==> src/rtl/vld_pkg.sv <==
package vld_pkg;
    typedef enum logic [1:0] {
        ST_IDLE  = 2'd0,
        ST_ISSUE = 2'd1,
        ST_DRAIN = 2'd2,
        ST_DONE  = 2'd3
    } vld_state_t;
endpackage

==> src/rtl/vld_bank_tracker.sv <==
module vld_bank_tracker #(
    parameter int NB   = 8,
    parameter int BUSY = 6,
    localparam int BW  = $clog2(NB),
    localparam int TW  = $clog2(BUSY + 1)
) (
    input  logic          clk,
    input  logic          rst_n,
    input  logic [BW-1:0] bank_sel,
    input  logic          take,
    output logic          sel_free
);
    logic [NB-1:0] free_vec;

    genvar b;
    generate
        for (b = 0; b < NB; b++) begin : g_bank
            logic [TW-1:0] wait_q;
            always_ff @(posedge clk or negedge rst_n) begin
                if (!rst_n)
                    wait_q <= '0;
                else if (take && bank_sel == BW'(b))
                    wait_q <= TW'(BUSY - 1);
                else if (wait_q != '0)
                    wait_q <= wait_q - TW'(1);
            end
            assign free_vec[b] = (wait_q == '0);
        end
    endgenerate

    assign sel_free = free_vec[bank_sel];
endmodule

==> src/rtl/vld_addr_gen.sv <==
module vld_addr_gen #(
    parameter int AW = 16,
    parameter int LW = 7
) (
    input  logic          clk,
    input  logic          rst_n,
    input  logic          load,
    input  logic [AW-1:0] base,
    input  logic [AW-1:0] stride,
    input  logic          advance,
    output logic [AW-1:0] addr,
    output logic [LW-1:0] issued
);
    logic [AW-1:0] step_q;

    always_ff @(posedge clk or negedge rst_n) begin
        if (!rst_n) begin
            addr   <= '0;
            step_q <= '0;
            issued <= '0;
        end else if (load) begin
            addr   <= base;
            step_q <= stride;
            issued <= '0;
        end else if (advance) begin
            addr   <= addr + step_q;
            issued <= issued + LW'(1);
        end
    end
endmodule

==> src/rtl/vld_strided_load.sv <==
module vld_strided_load
    import vld_pkg::*;
#(
    parameter int AW    = 16,
    parameter int DW    = 32,
    parameter int NB    = 8,
    parameter int BUSY  = 6,
    parameter int MAXVL = 64,
    parameter int CW    = 16,
    parameter int LW    = $clog2(MAXVL + 1),
    parameter int IW    = $clog2(MAXVL)
) (
    input  logic          clk,
    input  logic          rst_n,
    input  logic          start,
    input  logic [AW-1:0] base,
    input  logic [AW-1:0] stride,
    input  logic [LW-1:0] vlen,
    output logic          mem_req,
    output logic [AW-1:0] mem_addr,
    input  logic          mem_rvalid,
    input  logic [DW-1:0] mem_rdata,
    output logic          wr_en,
    output logic [IW-1:0] wr_idx,
    output logic [DW-1:0] wr_data,
    output logic          done,
    output logic [CW-1:0] cycles
);
    localparam int BW = $clog2(NB);

    vld_state_t    state_q, state_d;
    logic [LW-1:0] vlen_q, vlen_eff, issued, ret_q;
    logic          tgt_free, launch;

    assign vlen_eff = (vlen > LW'(MAXVL)) ? LW'(MAXVL) : vlen;
    assign launch   = (state_q == ST_IDLE) && start;

    vld_addr_gen #(.AW(AW), .LW(LW)) u_agen (
        .clk(clk), .rst_n(rst_n), .load(launch), .base(base), .stride(stride),
        .advance(mem_req), .addr(mem_addr), .issued(issued)
    );

    vld_bank_tracker #(.NB(NB), .BUSY(BUSY)) u_banks (
        .clk(clk), .rst_n(rst_n), .bank_sel(mem_addr[BW-1:0]),
        .take(mem_req), .sel_free(tgt_free)
    );

    // state register
    always_ff @(posedge clk or negedge rst_n) begin
        if (!rst_n) state_q <= ST_IDLE;
        else        state_q <= state_d;
    end

    always_comb begin
        state_d = state_q;
        unique case (state_q)
            ST_IDLE:  if (start) state_d = (vlen_eff == '0) ? ST_DONE : ST_ISSUE;
            ST_ISSUE: if (mem_req && issued == vlen_q - LW'(1)) state_d = ST_DRAIN;
            ST_DRAIN: if (wr_en && ret_q == vlen_q - LW'(1)) state_d = ST_DONE;
            ST_DONE:  state_d = ST_IDLE;
        endcase
    end

    // outputs
    always_comb begin
        mem_req = (state_q == ST_ISSUE) && tgt_free;
        wr_en   = mem_rvalid && (state_q == ST_ISSUE || state_q == ST_DRAIN);
        wr_idx  = ret_q[IW-1:0];
        wr_data = mem_rdata;
        done    = (state_q == ST_DONE);
    end

    always_ff @(posedge clk or negedge rst_n) begin
        if (!rst_n) begin
            vlen_q <= '0;
            ret_q  <= '0;
            cycles <= '0;
        end else if (launch) begin
            vlen_q <= vlen_eff;
            ret_q  <= '0;
            cycles <= '0;
        end else begin
            if (wr_en) ret_q <= ret_q + LW'(1);
            if (state_q == ST_ISSUE || state_q == ST_DRAIN) cycles <= cycles + CW'(1);
        end
    end
endmodule

==> config.mk <==
export PLATFORM = sky130hd
export DESIGN_NAME = vld_strided_load
export DESIGN_NICKNAME = d
export VERILOG_FILES = /design/src/rtl/vld_pkg.sv /design/src/rtl/vld_bank_tracker.sv /design/src/rtl/vld_addr_gen.sv /design/src/rtl/vld_strided_load.sv
export SDC_FILE = /design/constraint.sdc
export NUM_CORES = 1
export LEC_CHECK = 0
export ABC_AREA = 1
export BUFFER_PORTS_ARGS = -buffer_cell sky130_fd_sc_hd__buf_4
export CELL_PAD_IN_SITES_DETAIL_PLACEMENT = 1
export CELL_PAD_IN_SITES_GLOBAL_PLACEMENT = 2
export CORE_MARGIN = 2
export CORE_UTILIZATION = 33
export CTS_CLUSTER_SIZE = 24
export DETAILED_ROUTE_END_ITERATION = 7
export GPL_TIMING_DRIVEN = 0
export HOLD_SLACK_MARGIN = 0.12
export PLACE_DENSITY = 0.95
export SLEW_MARGIN = 20
export SYNTH_ARGS = -nofsm -noshare
export SYNTH_HDL_FRONTEND = slang
export SYNTH_HIERARCHICAL = 1
export SYNTH_SLANG_ARGS = --single-unit
==> constraint.sdc <==
create_clock -name clk -period 5.23 [get_ports clk]
set_input_delay 1.569 -clock clk [delete_from_list [all_inputs] [get_ports clk]]
set_output_delay 1.569 -clock clk [all_outputs]
set_load 0.02 [all_outputs]
==> After elaboration in Yosys (flattened, before gate mapping) <==
Cells that the tools add are included.
{ "totals": {"regBits": 95, "wordCells": 122} }
{ "op_classes": {"n_addsub": 13, "order_cmp": 2, "n_eq_ne": 15, "n_mux": 32, "n_reduce_logical": 45} }
{ "op_table": {"columns": ["operator", "count"], "rows": [
  ["$mux W16", 4],
  ["$mux W3", 16],
  ["$mux W7", 5],
  ["$logic_not A3 Y1", 9],
  ["$reduce_bool A3 Y1", 8],
  ["$sub A3 B1 Y3 const B", 8],
  ["$reduce_bool A2 Y1", 11],
  ["$add A16 B1 Y16 const B", 1],
  ["$add A16 B16 Y16", 1],
  ["$add A7 B1 Y7 const B", 2],
  ["$eq A7 B7 Y1", 2],
  ["$logic_and A1 B1 Y1", 13],
  ["$eq A3 B3 Y1 const B", 4],
  ["$mux W2", 4],
  ["$pmux W2 S4", 1],
  ["$gt A7 B7 Y1 const B", 1],
  ["$logic_not A7 Y1", 1],
  ["$sub A7 B1 Y7 const B", 1],
  ["$eq A3 B2 Y1 const B", 2],
  ["$ne A2 B2 Y1 const B", 3],
  ["$eq A2 B2 Y1 const B", 2],
  ["$lt A3 B4 Y1 const B", 1],
  ["$bmux W1 S3", 1],
  ["$eq A3 B1 Y1 const B", 1],
  ["other kinds (5)", 5]
]} }

==> Logic depth before layout (Yosys ltp) <==
Gate-level depths: netlist of the first run.
{ "depth": {"depth_word": 7, "depth_mapped": 19, "ltp_nobuf": 19} }

==> Modules after synthesis <==
The synthesis of the first run kept the hierarchy.
{ "by_module_without_submodules": {"columns": ["mod", "instances", "cells_each", "area_each_um2"], "rows": [
  ["vld_addr_gen", 1, 349, 2458.6],
  ["vld_strided_load", 1, 323, 2366.0],
  ["vld_bank_tracker", 1, 176, 1468.9]
]} }

==> Worst setup path after synthesis of the first run <==
Ideal clock, no wire load.
{ "synth_timing": {"path_type": "in2out", "startpoint": "input port mem_rvalid", "endpoint": "output port wr_en", "t_arrival_ns": 1.835, "t_required_ns": 3.661, "setup_slack_ns": 1.826, "path_stages": 2, "path_cell_list": "nand2_1 > inv_1"} }
{ "synth_between": {"elab_chain_cells": 1} }
{ "synth_lines": {"columns": ["element", "line_no", "source"], "rows": [
  ["start, declared", "vld_strided_load.sv:21", "input logic mem_rvalid,"],
  ["$logic_and A1 B1 Y1", "vld_strided_load.sv:67", "wr_en = mem_rvalid && (state_q == ST_ISSUE || state_q == ST_DRAIN);"],
  ["end, declared", "vld_strided_load.sv:23", "output logic wr_en,"]
]} }
Every way passes these cells.

==> Worst setup path in the final report of the first run <==
Same ends and word-level chain as after synthesis.

==> flow_summary_export.csv, run 1 <==
group,metric,value,unit
status,status,"finished, final reports clean",
worst_setup_path,endpoint_kind,"primary output",
finish,nNetsFinal,1090,
global_route,track_usage,0.1742,
clock_network,clk_pin_slew,0.06,ns
global_route,grt-ovfl-total,0,
routing,vias_per_cell,4.748,
routing,drt_iter0_drc,204,
yosys,synth_cell_types,42,
clock_network,clk_latency,0.35,ns
finish,fin_area,0.007755,mm^2
finish,seqCellArea,0.002377,mm^2
clock_network,cts_made_buffers,9,
floorplan,dieArea,0.02019,mm^2
clock_network,cts_tree,"yes",
routing,wl,16960,um
sta,timing.final.crit_share,0.7029,
place,pre_cts_ws,1.167,ns
finish,num_antenna_cells,0,
power_and_ir_drop,leakage,4.222,nW
worst_setup_path,r2r-start,"state_q[0]",
floorplan,row_count,50,
power_and_ir_drop,power.density,575.3,mW/mm^2
place,gp_congestion,0.7766,
yosys,synth.most_common_cell,"nand2_1",
worst_setup_path,startpoint_type,"input port",
finish,areaGrowthSynthToFinish,23.22,%
sta,hold_violations,0,
sta,slew_violations,0,
yosys,avgSynthCellArea,7.422,um^2
yosys,synthTopCellsByArea,"dfrtp_1, nand2_1, ha_1, inv_1, nand3_1",
yosys,synthFlopType,"dfrtp_1",
worst_hold_path,holdPathStages,2,
worst_setup_path,required,3.66,ns
worst_hold_path,min_to,"u_banks/g_bank[1].wait_q[0]",
routing,avgRoutedWirePerCell,14.00,um
sta,worstMarginPinSlew,0.9236,ns
clock_network,cts_buffer_depth,2,
floorplan,core_area,0.01871,mm^2
worst_setup_path,crit_path_top_delay_cell,"buf_4",
yosys,synth.largest_area_cell,"dfrtp_1",
sta,post-route-min-period,3.676,ns
power_and_ir_drop,combPwrFrac,0.555,
worst_setup_path,r2r_cells,10,
worst_setup_path,crit_chain,"buf_4 > nand2_1 > inv_1 > buf_4",
routing,first_pass_iters,4,
global_route,antenna_found_initial,0,
routing,wl_met1,7607,um
floorplan,die_h,142.1,um
sta,setup_viol,0,
worst_hold_path,min_from,"u_banks/g_bank[1].wait_q[0]",
finish,multi_input_area,0.003100,mm^2
worst_setup_path,timing.critical_path.mode_cell,"buf_4",
clock_network,h-tree-depth,3,
yosys,async_flop_share,1.000,
run,cap_viol_max_count,0,
place,placed_area,0.007453,mm^2
routing,top_layer_used,"met4",
sta,tns,0,ns
worst_hold_path,hp-class,"flip-flop to flip-flop",
sta,rsz0062_at_grt,"no",
worst_setup_path,reg2reg_to,"u_agen/addr[14]",
power_and_ir_drop,power.share.sequential,0.287,
sta,hold_slack,0.4829,ns
worst_setup_path,crit_fanout,4,
yosys,syn-num-nets,964,
place,dp_hpwl,13290,um
power_and_ir_drop,vdd_drop_max,0.2281,mV
routing,wl_met3,708,um
yosys,synth_top_area_frac,0.3777,
global_route,grt_pass1_wl,28370,um
yosys,synth-seq-cells,95,
clock_network,cts-root-buf,"clkbuf_16",
routing,wl_met2,8435,um
worst_setup_path,cp.arrival,2.11,ns
yosys,synth_area,0.006294,mm^2
finish,num-fill-cells,2369,
power_and_ir_drop,total_power,4.462,mW
yosys,synth_cells,848,
yosys,synth_edf_count,0,
power_and_ir_drop,switching_share,0.4666,
floorplan,start_util,0.3365,
global_route,grt_pass1_vias,5949,
sta,maxSlewHeadroom,0.3843,
routing,ant_nets,0,
yosys,synthTopCellsByCount,"nand2_1, inv_1, dfrtp_1",
power_and_ir_drop,clkPwrFrac,0.158,
global_route,grt_max_degree,96,
floorplan,die_w,142.1,um
clock_network,post_cts_buffers,0,
routing,vias,5750,
floorplan,io_pins,148,
finish,drive_gt1_frac,0.2344,
power_and_ir_drop,p_sw,2.082,mW
clock_network,cts.hold.buffers_added,0,
sta,fin_skew,0.009720,ns
clock_network,clock-sinks,95,
yosys,yosys_warnings,6,
worst_setup_path,timing.reg2reg.setup_slack,2.18,ns
place,port_buffers,115,
worst_setup_path,crit_type,"input port to primary output",
routing,drcViolationCount,0,
yosys,yosysSeqAreaShare,0.3777,
worst_setup_path,cpPeakStageDelay,0.17,ns
power_and_ir_drop,power.internal,2.380,mW
clock_network,ctsResizeCount,0,
sta,setup_ws,1.554,ns
sta,fmax,0.2720,GHz
## kinds of logic after synthesis
family,Yosys count,synth area share
XOR/XNOR,14,0.01948
flip-flops,95,0.3777
AO/OA/AOI/OAI,97,0.08966
AND/OR/NAND/NOR,424,0.3008
buffers and inverters,177,0.1296
adder cells (fa/ha/maj),41,0.08270
## state kept, by name, indices dropped and copies added (netlist names)
register and count:
u_agen/step_q 16, vlen_q 7, u_agen/issued 7, u_agen/addr 16
cycles 16, u_banks/g_bank.wait_q 24, state_q 2, ret_q 7
## worst max path at each step
stage                           startpoint         endpoint  slack (ns)  depth (start not counted)
2_1_floorplan                   mem_rvalid            wr_en        1.83                          2
3_3_place_gp                         start   u_agen/addr[2]        1.21                          9
3_5_place_dp                         start  u_agen/addr[12]        1.17                          9
4_1_cts        u_banks/g_bank[7].wait_q[0]          mem_req        1.52                         11
5_1_grt                              start  u_agen/addr[13]        1.33                          9
6_report                        mem_rvalid            wr_en        1.55                          4
## critical path, delay by kind of cell
family | cells | cell delay, ns
buffers and inverters | 3 | 0.40
and+or+nand+nor | 1 | 0.13
## per-stage QoR
step	utilization	std cells
after global placement	0.3983	1197
after global routing	0.4146	1211
final	0.4146	1211
after detailed placement	0.3985	1197
after CTS	0.4146	1211
after floorplan	-	848
## power groups by stage
| stage | Sequential, mW | Clock [mW] | Combinational [mW] |
|---|---|---|---|
| 2_1_floorplan | 1.31 | 0 | 1.74 |
| 3_3_place_gp | 1.28 | 0 | 2.41 |
| 6_report | 1.28 | 0.706 | 2.48 |
| 5_1_grt | 1.32 | 0.755 | 2.85 |
| 4_1_cts | 1.29 | 0.729 | 2.52 |
| 3_5_place_dp | 1.29 | 0 | 2.50 |
## cell usage in the layout, fill, tap and decap left out, drive strengths merged, types with 6 or more instances in the layout
cell type	count
nand3b	6
nand3	65
xnor2	12
buf	158
nor2	62
nor3	16
a21oi	40
o21ai	37
dfrtp	95
ha	40
a22oi	10
nand2	259
clkbuf	16
nand4	6
inv	127
## metal layers
layer	vias up	GRT usage
met5	-	0
met4	0	0.04368
met3	14	0.04105
met2	105	0.3046
met1	2738	0.2163
li1	2893	-
## area by class of cell
cell class,instances,area share
inverter,128,0.06196
tap,234,0.03775
timing repair buffer,115,0.1118
buffer,49,0.04324
clock inverter,4,0.009358
clock buffer,10,0.02953
sequential,95,0.3066
multi-input combinational,576,0.3998
Note: power is estimated with default switching activity, not from simulation.
==> inputs of run 2 (changes only) <==
--- a/config.mk
+++ b/config.mk
@@ -10,12 +10,12 @@
 export CELL_PAD_IN_SITES_DETAIL_PLACEMENT = 1
 export CELL_PAD_IN_SITES_GLOBAL_PLACEMENT = 2
 export CORE_MARGIN = 2
-export CORE_UTILIZATION = 33
+export CORE_UTILIZATION = 30
 export CTS_CLUSTER_SIZE = 24
 export DETAILED_ROUTE_END_ITERATION = 7
 export GPL_TIMING_DRIVEN = 0
 export HOLD_SLACK_MARGIN = 0.12
-export PLACE_DENSITY = 0.95
+export PLACE_DENSITY = 0.91
 export SLEW_MARGIN = 20
 export SYNTH_ARGS = -nofsm -noshare
 export SYNTH_HDL_FRONTEND = slang
==> constraint.sdc (replaced) <==
create_clock -name clk -period 3.51 [get_ports clk]
set_input_delay 1.053 -clock clk [delete_from_list [all_inputs] [get_ports clk]]
set_output_delay 1.053 -clock clk [all_outputs]
set_load 0.02 [all_outputs]
==> flow_summary_export.csv, run 2 (synthesis results as in run 1) <==
group,metric,value,unit
sta,maxSlewHeadroom,0.3885,
routing,vias,5741,
power_and_ir_drop,leakage,4.224,nW
finish,fin_area,0.007801,mm^2
place,gp_congestion,0.8112,
sta,worstMarginPinSlew,0.9172,ns
clock_network,clock-sinks,95,
sta,rsz0062_at_grt,"no",
worst_setup_path,startpoint_type,"input port",
finish,nNetsFinal,1090,
finish,num-fill-cells,2602,
place,dp_hpwl,13710,um
worst_setup_path,crit_type,"input port to flip-flop",
routing,vias_per_cell,4.596,
clock_network,cts_tree,"yes",
clock_network,clk_pin_slew,0.08,ns
place,pre_cts_ws,-0.1218,ns
worst_hold_path,hp-class,"flip-flop to flip-flop",
worst_setup_path,cp.arrival,3.52,ns
power_and_ir_drop,vdd_drop_max,0.3972,mV
finish,mostFrequentLayoutCells,"nand2_1, buf_4, inv_1",
sta,setup_ws,0.2837,ns
clock_network,cts.hold.buffers_added,0,
finish,layout_commonest_cell,"nand2_1",
finish,utilization,0.3819,
place,port_buffers,115,
global_route,track_usage,0.1644,
routing,drt_iter0_drc,192,
global_route,grt-ovfl-total,0,
global_route,grt_pass1_vias,5944,
worst_setup_path,timing.reg2reg.setup_slack,0.33,ns
sta,setup_viol,0,
global_route,grt_max_degree,96,
finish,largest_register_ffs,24,
sta,fin_skew,0.01374,ns
floorplan,start_util,0.3081,
routing,avgRoutedWirePerCell,14.04,um
finish,areaGrowthSynthToFinish,23.96,%
finish,drive_gt1_frac,0.2370,
floorplan,core_area,0.02043,mm^2
clock_network,cts_made_buffers,9,
clock_network,post_cts_buffers,0,
run,cap_viol_max_count,0,
place,placed_area,0.007498,mm^2
sta,post-route-min-period,3.226,ns
floorplan,dieArea,0.02215,mm^2
global_route,antenna_found_initial,0,
routing,ant_nets,0,
power_and_ir_drop,power.density,853.2,mW/mm^2
worst_setup_path,required,3.80,ns
worst_setup_path,endpoint_kind,"flip-flop",
sta,timing.final.crit_share,0.9192,
status,status,"finished, final reports clean",
floorplan,die_h,148.8,um
clock_network,h-tree-depth,3,
clock_network,ctsResizeCount,0,
clock_network,cts_buffer_depth,2,
global_route,grt_pass1_wl,29190,um
sta,hold_violations,0,
finish,num_antenna_cells,0,
sta,tns,0,ns
routing,wl,17540,um
routing,first_pass_iters,4,
sta,slew_violations,0,
floorplan,die_w,148.8,um
clock_network,cts-root-buf,"clkbuf_16",
finish,regMostFlops,"u_banks/g_bank.wait_q",
floorplan,row_count,52,
sta,fmax,0.3099,GHz
worst_setup_path,crit_fanout,10,
floorplan,io_pins,148,
clock_network,clk_latency,0.36,ns
routing,drcViolationCount,0,
run 2: path summary, 6_finish.rpt:
| check | from | end | cells past startpoint |
|---|---|---|---|
| setup / recovery | start | u_agen/addr[11] | 9 |
| hold / removal | u_agen/step_q[2] | u_agen/step_q[2] | 2 |
| setup reg to reg | state_q[0] | u_agen/addr[11] | 10 |
| hold reg to reg | u_agen/step_q[2] | u_agen/step_q[2] | 2 |
| max in group asynchronous | rst_n | u_agen/issued[5] | 1 |
| min in group asynchronous | rst_n | u_banks/g_bank[2].wait_q[2] | 1 |
run 2: cell type report:
cell class | instances | area [um^2] | share of cell area
repair buffers | 115 | 867.1 | 0.1111
multi-input cells | 576 | 3100 | 0.3974
clock buffers | 9 | 225.2 | 0.02887
well taps | 270 | 337.8 | 0.04330
inverters | 128 | 480.5 | 0.06159
flip-flops and latches | 95 | 2377 | 0.3047
plain buffers | 49 | 335.3 | 0.04298
clock inverters | 7 | 77.57 | 0.009944
run 2: stage by stage:
step                hold WS (ns)  total power, mW  instances
floorplan                 0.4459            4.541        848
global placement          0.4642            5.521       1233
detailed placement        0.4685            5.675       1233
CTS                       0.4871            6.758       1249
global route              0.5170            7.358       1249
finish                    0.4832            6.656       1249
run 2: report_power, final:
part           internal (mW)  total [mW]  leakage, nW  switching, mW
sequential              1.52        1.91         1.21          0.392
combinational           1.41        3.70         2.87           2.30
clock                  0.561        1.04        0.147          0.479
total                   3.49        6.66         4.22           3.17
run 2: worst max-delay path, stage by stage:
cell and delay, ns:
buf_4 0.11, nand2_1 0.33, clkinv_1 0.38, clkbuf_1 0.34, buf_2 0.26, nor2_2 0.44
buf_2 0.38, a22oi_1 0.11, nand2_1 0.11
run 2: per-layer routing:
layer	up-vias	GRT usage	part of all wire
li1	2896	-	-
met1	2749	0.2058	0.45
met2	82	0.2970	0.51
met3	14	0.03242	0.032
met4	0	0.02857	0.0087
met5	-	0	0
==> inputs of run 3 (changes only) <==
--- a/config.mk
+++ b/config.mk
@@ -10,12 +10,13 @@
 export CELL_PAD_IN_SITES_DETAIL_PLACEMENT = 1
 export CELL_PAD_IN_SITES_GLOBAL_PLACEMENT = 2
 export CORE_MARGIN = 2
-export CORE_UTILIZATION = 30
+export CORE_UTILIZATION = 31
+export CTS_BUF_LIST = sky130_fd_sc_hd__clkbuf_2 sky130_fd_sc_hd__clkbuf_4 sky130_fd_sc_hd__clkbuf_8
 export CTS_CLUSTER_SIZE = 24
 export DETAILED_ROUTE_END_ITERATION = 7
 export GPL_TIMING_DRIVEN = 0
 export HOLD_SLACK_MARGIN = 0.12
-export PLACE_DENSITY = 0.91
+export PLACE_DENSITY = 0.93
 export SLEW_MARGIN = 20
 export SYNTH_ARGS = -nofsm -noshare
 export SYNTH_HDL_FRONTEND = slang
==> flow_summary_export.csv, run 3 (synthesis results as in run 1) <==
group,metric,value,unit
sta,setup_viol,0,
power_and_ir_drop,combPwrFrac,0.577,
power_and_ir_drop,power.density,827.9,mW/mm^2
floorplan,dieArea,0.02146,mm^2
sta,slew_violations,0,
clock_network,clk_latency,0.39,ns
floorplan,row_count,52,
clock_network,clk_pin_slew,0.11,ns
status,status,"finished, final reports clean",
routing,avgRoutedWirePerCell,13.61,um
power_and_ir_drop,p_sw,3.117,mW
sta,hold_slack,0.4904,ns
sta,tns,0,ns
sta,post-route-min-period,3.227,ns
routing,drt_iter0_drc,207,
floorplan,die_w,146.5,um
place,pre_cts_ws,-0.1362,ns
worst_setup_path,startpoint_type,"flip-flop",
routing,vias,5739,
clock_network,post_cts_buffers,0,
routing,ant_nets,0,
clock_network,cts_buffer_depth,2,
global_route,grt_max_degree,96,
power_and_ir_drop,vdd_drop_max,0.3894,mV
finish,num-fill-cells,2549,
sta,setup_ws,0.2833,ns
floorplan,die_h,146.5,um
finish,mostFrequentLayoutCells,"nand2_1, buf_4, inv_1",
routing,wl,16990,um
clock_network,clock-sinks,95,
floorplan,io_pins,148,
sta,rsz0062_at_grt,"no",
floorplan,core_area,0.02010,mm^2
finish,num_antenna_cells,0,
power_and_ir_drop,power.internal,3.260,mW
clock_network,cts-root-buf,"clkbuf_8",
sta,hold_violations,0,
finish,layout_commonest_cell,"nand2_1",
worst_hold_path,min_from,"u_agen/step_q[12]",
power_and_ir_drop,clkPwrFrac,0.124,
sta,timing.final.crit_share,0.9193,
global_route,antenna_found_initial,0,
worst_setup_path,r2r-start,"state_q[0]",
global_route,grt-ovfl-total,0,
sta,worstMarginPinSlew,0.9660,ns
finish,areaGrowthSynthToFinish,22.39,%
worst_hold_path,hp-class,"flip-flop to flip-flop",
clock_network,h-tree-depth,3,
worst_setup_path,required,2.46,ns
worst_setup_path,crit_type,"flip-flop to primary output",
finish,nNetsFinal,1090,
routing,drcViolationCount,0,
run,cap_viol_max_count,0,
worst_setup_path,cp.arrival,2.17,ns
finish,largest_register_ffs,24,
global_route,grt_pass1_wl,28390,um
place,gp_congestion,0.8130,
worst_setup_path,worstSetupStartpoint,"u_banks/g_bank[7].wait_q[0]",
power_and_ir_drop,switching_share,0.4888,
power_and_ir_drop,power.share.sequential,0.299,
routing,vias_per_cell,4.595,
floorplan,start_util,0.3130,
place,dp_hpwl,13300,um
sta,maxSlewHeadroom,0.3560,
finish,regMostFlops,"u_banks/g_bank.wait_q",
clock_network,cts.hold.buffers_added,0,
clock_network,ctsResizeCount,0,
sta,fin_skew,0.01649,ns
global_route,grt_pass1_vias,5842,
clock_network,cts_tree,"yes",
place,port_buffers,115,
sta,fmax,0.3099,GHz
global_route,track_usage,0.1620,
routing,first_pass_iters,4,
finish,drive_gt1_frac,0.2370,
worst_setup_path,crit_fanout,9,
worst_setup_path,endpoint_kind,"primary output",
clock_network,cts_made_buffers,9,
power_and_ir_drop,leakage,4.179,nW
## run 3: per-layer routing
layer  vias up  part of all wire  track usage
li1       2891                 -            -
met5         -                 0            0
met1      2755              0.45       0.2096
met4         0             0.014      0.05194
met3        15             0.029      0.02281
met2        78              0.50       0.2802
## run 3: worst max-delay path, cell delays in order, from the launching register on
cell	delay, ns
dfrtp_1	0.39
inv_1	0.10
ha_1	0.16
nand2_1	0.12
nor2_1	0.14
nor2_1	0.07
nand2_1	0.07
nand2_1	0.06
nand2_1	0.10
nand2_1	0.07
inv_1	0.28
buf_4	0.21
## run 3: final timing paths
check / cells after the start / end / slack (ns)
worst max-delay path: 11 / mem_req / 0.28
worst min-delay path: 2 / u_agen/step_q[12] / 0.49
worst max register to register: 10 / u_agen/addr[12] / 0.34
worst min register to register: 2 / u_agen/step_q[12] / 0.49
max in group asynchronous: 1 / ret_q[4] / 2.09
min in group asynchronous: 1 / state_q[1] / 0.70
## run 3: final cells by class
| class | instances | area, um^2 | share of cell area |
|---|---|---|---|
| Buffer | 49 | 335.3 | 0.04353 |
| Tap cell | 270 | 337.8 | 0.04386 |
| Clock buffer | 9 | 123.9 | 0.01608 |
| Timing Repair Buffer | 115 | 867.1 | 0.1126 |
| Clock inverter | 7 | 80.08 | 0.01040 |
| Sequential cell | 95 | 2377 | 0.3086 |
| Inverter | 128 | 480.5 | 0.06238 |
| Multi-Input combinational cell | 576 | 3100 | 0.4025 |
## run 3: power by group through the flow
| stage | clock [mW] | combinational (mW) | sequential [mW] |
|---|---|---|---|
| 3_3_place_gp | 0 | 3.59 | 1.92 |
| 3_5_place_dp | 0 | 3.72 | 1.93 |
| 2_1_floorplan | 0 | 2.59 | 1.95 |
| 4_1_cts | 0.823 | 3.74 | 1.92 |
| 6_report | 0.789 | 3.68 | 1.91 |
| 5_1_grt | 0.869 | 4.24 | 1.97 |
## run 3: metrics by stage
step                        util  cells  area [um^2]  power, mW
after global routing      0.3831   1249         7702      7.080
after floorplan                -    848         6294      4.541
final                     0.3831   1249         7702      6.377
after global placement    0.3728   1233         7495      5.509
after detailed placement  0.3730   1233         7498      5.653
after CTS                 0.3831   1249         7702      6.481
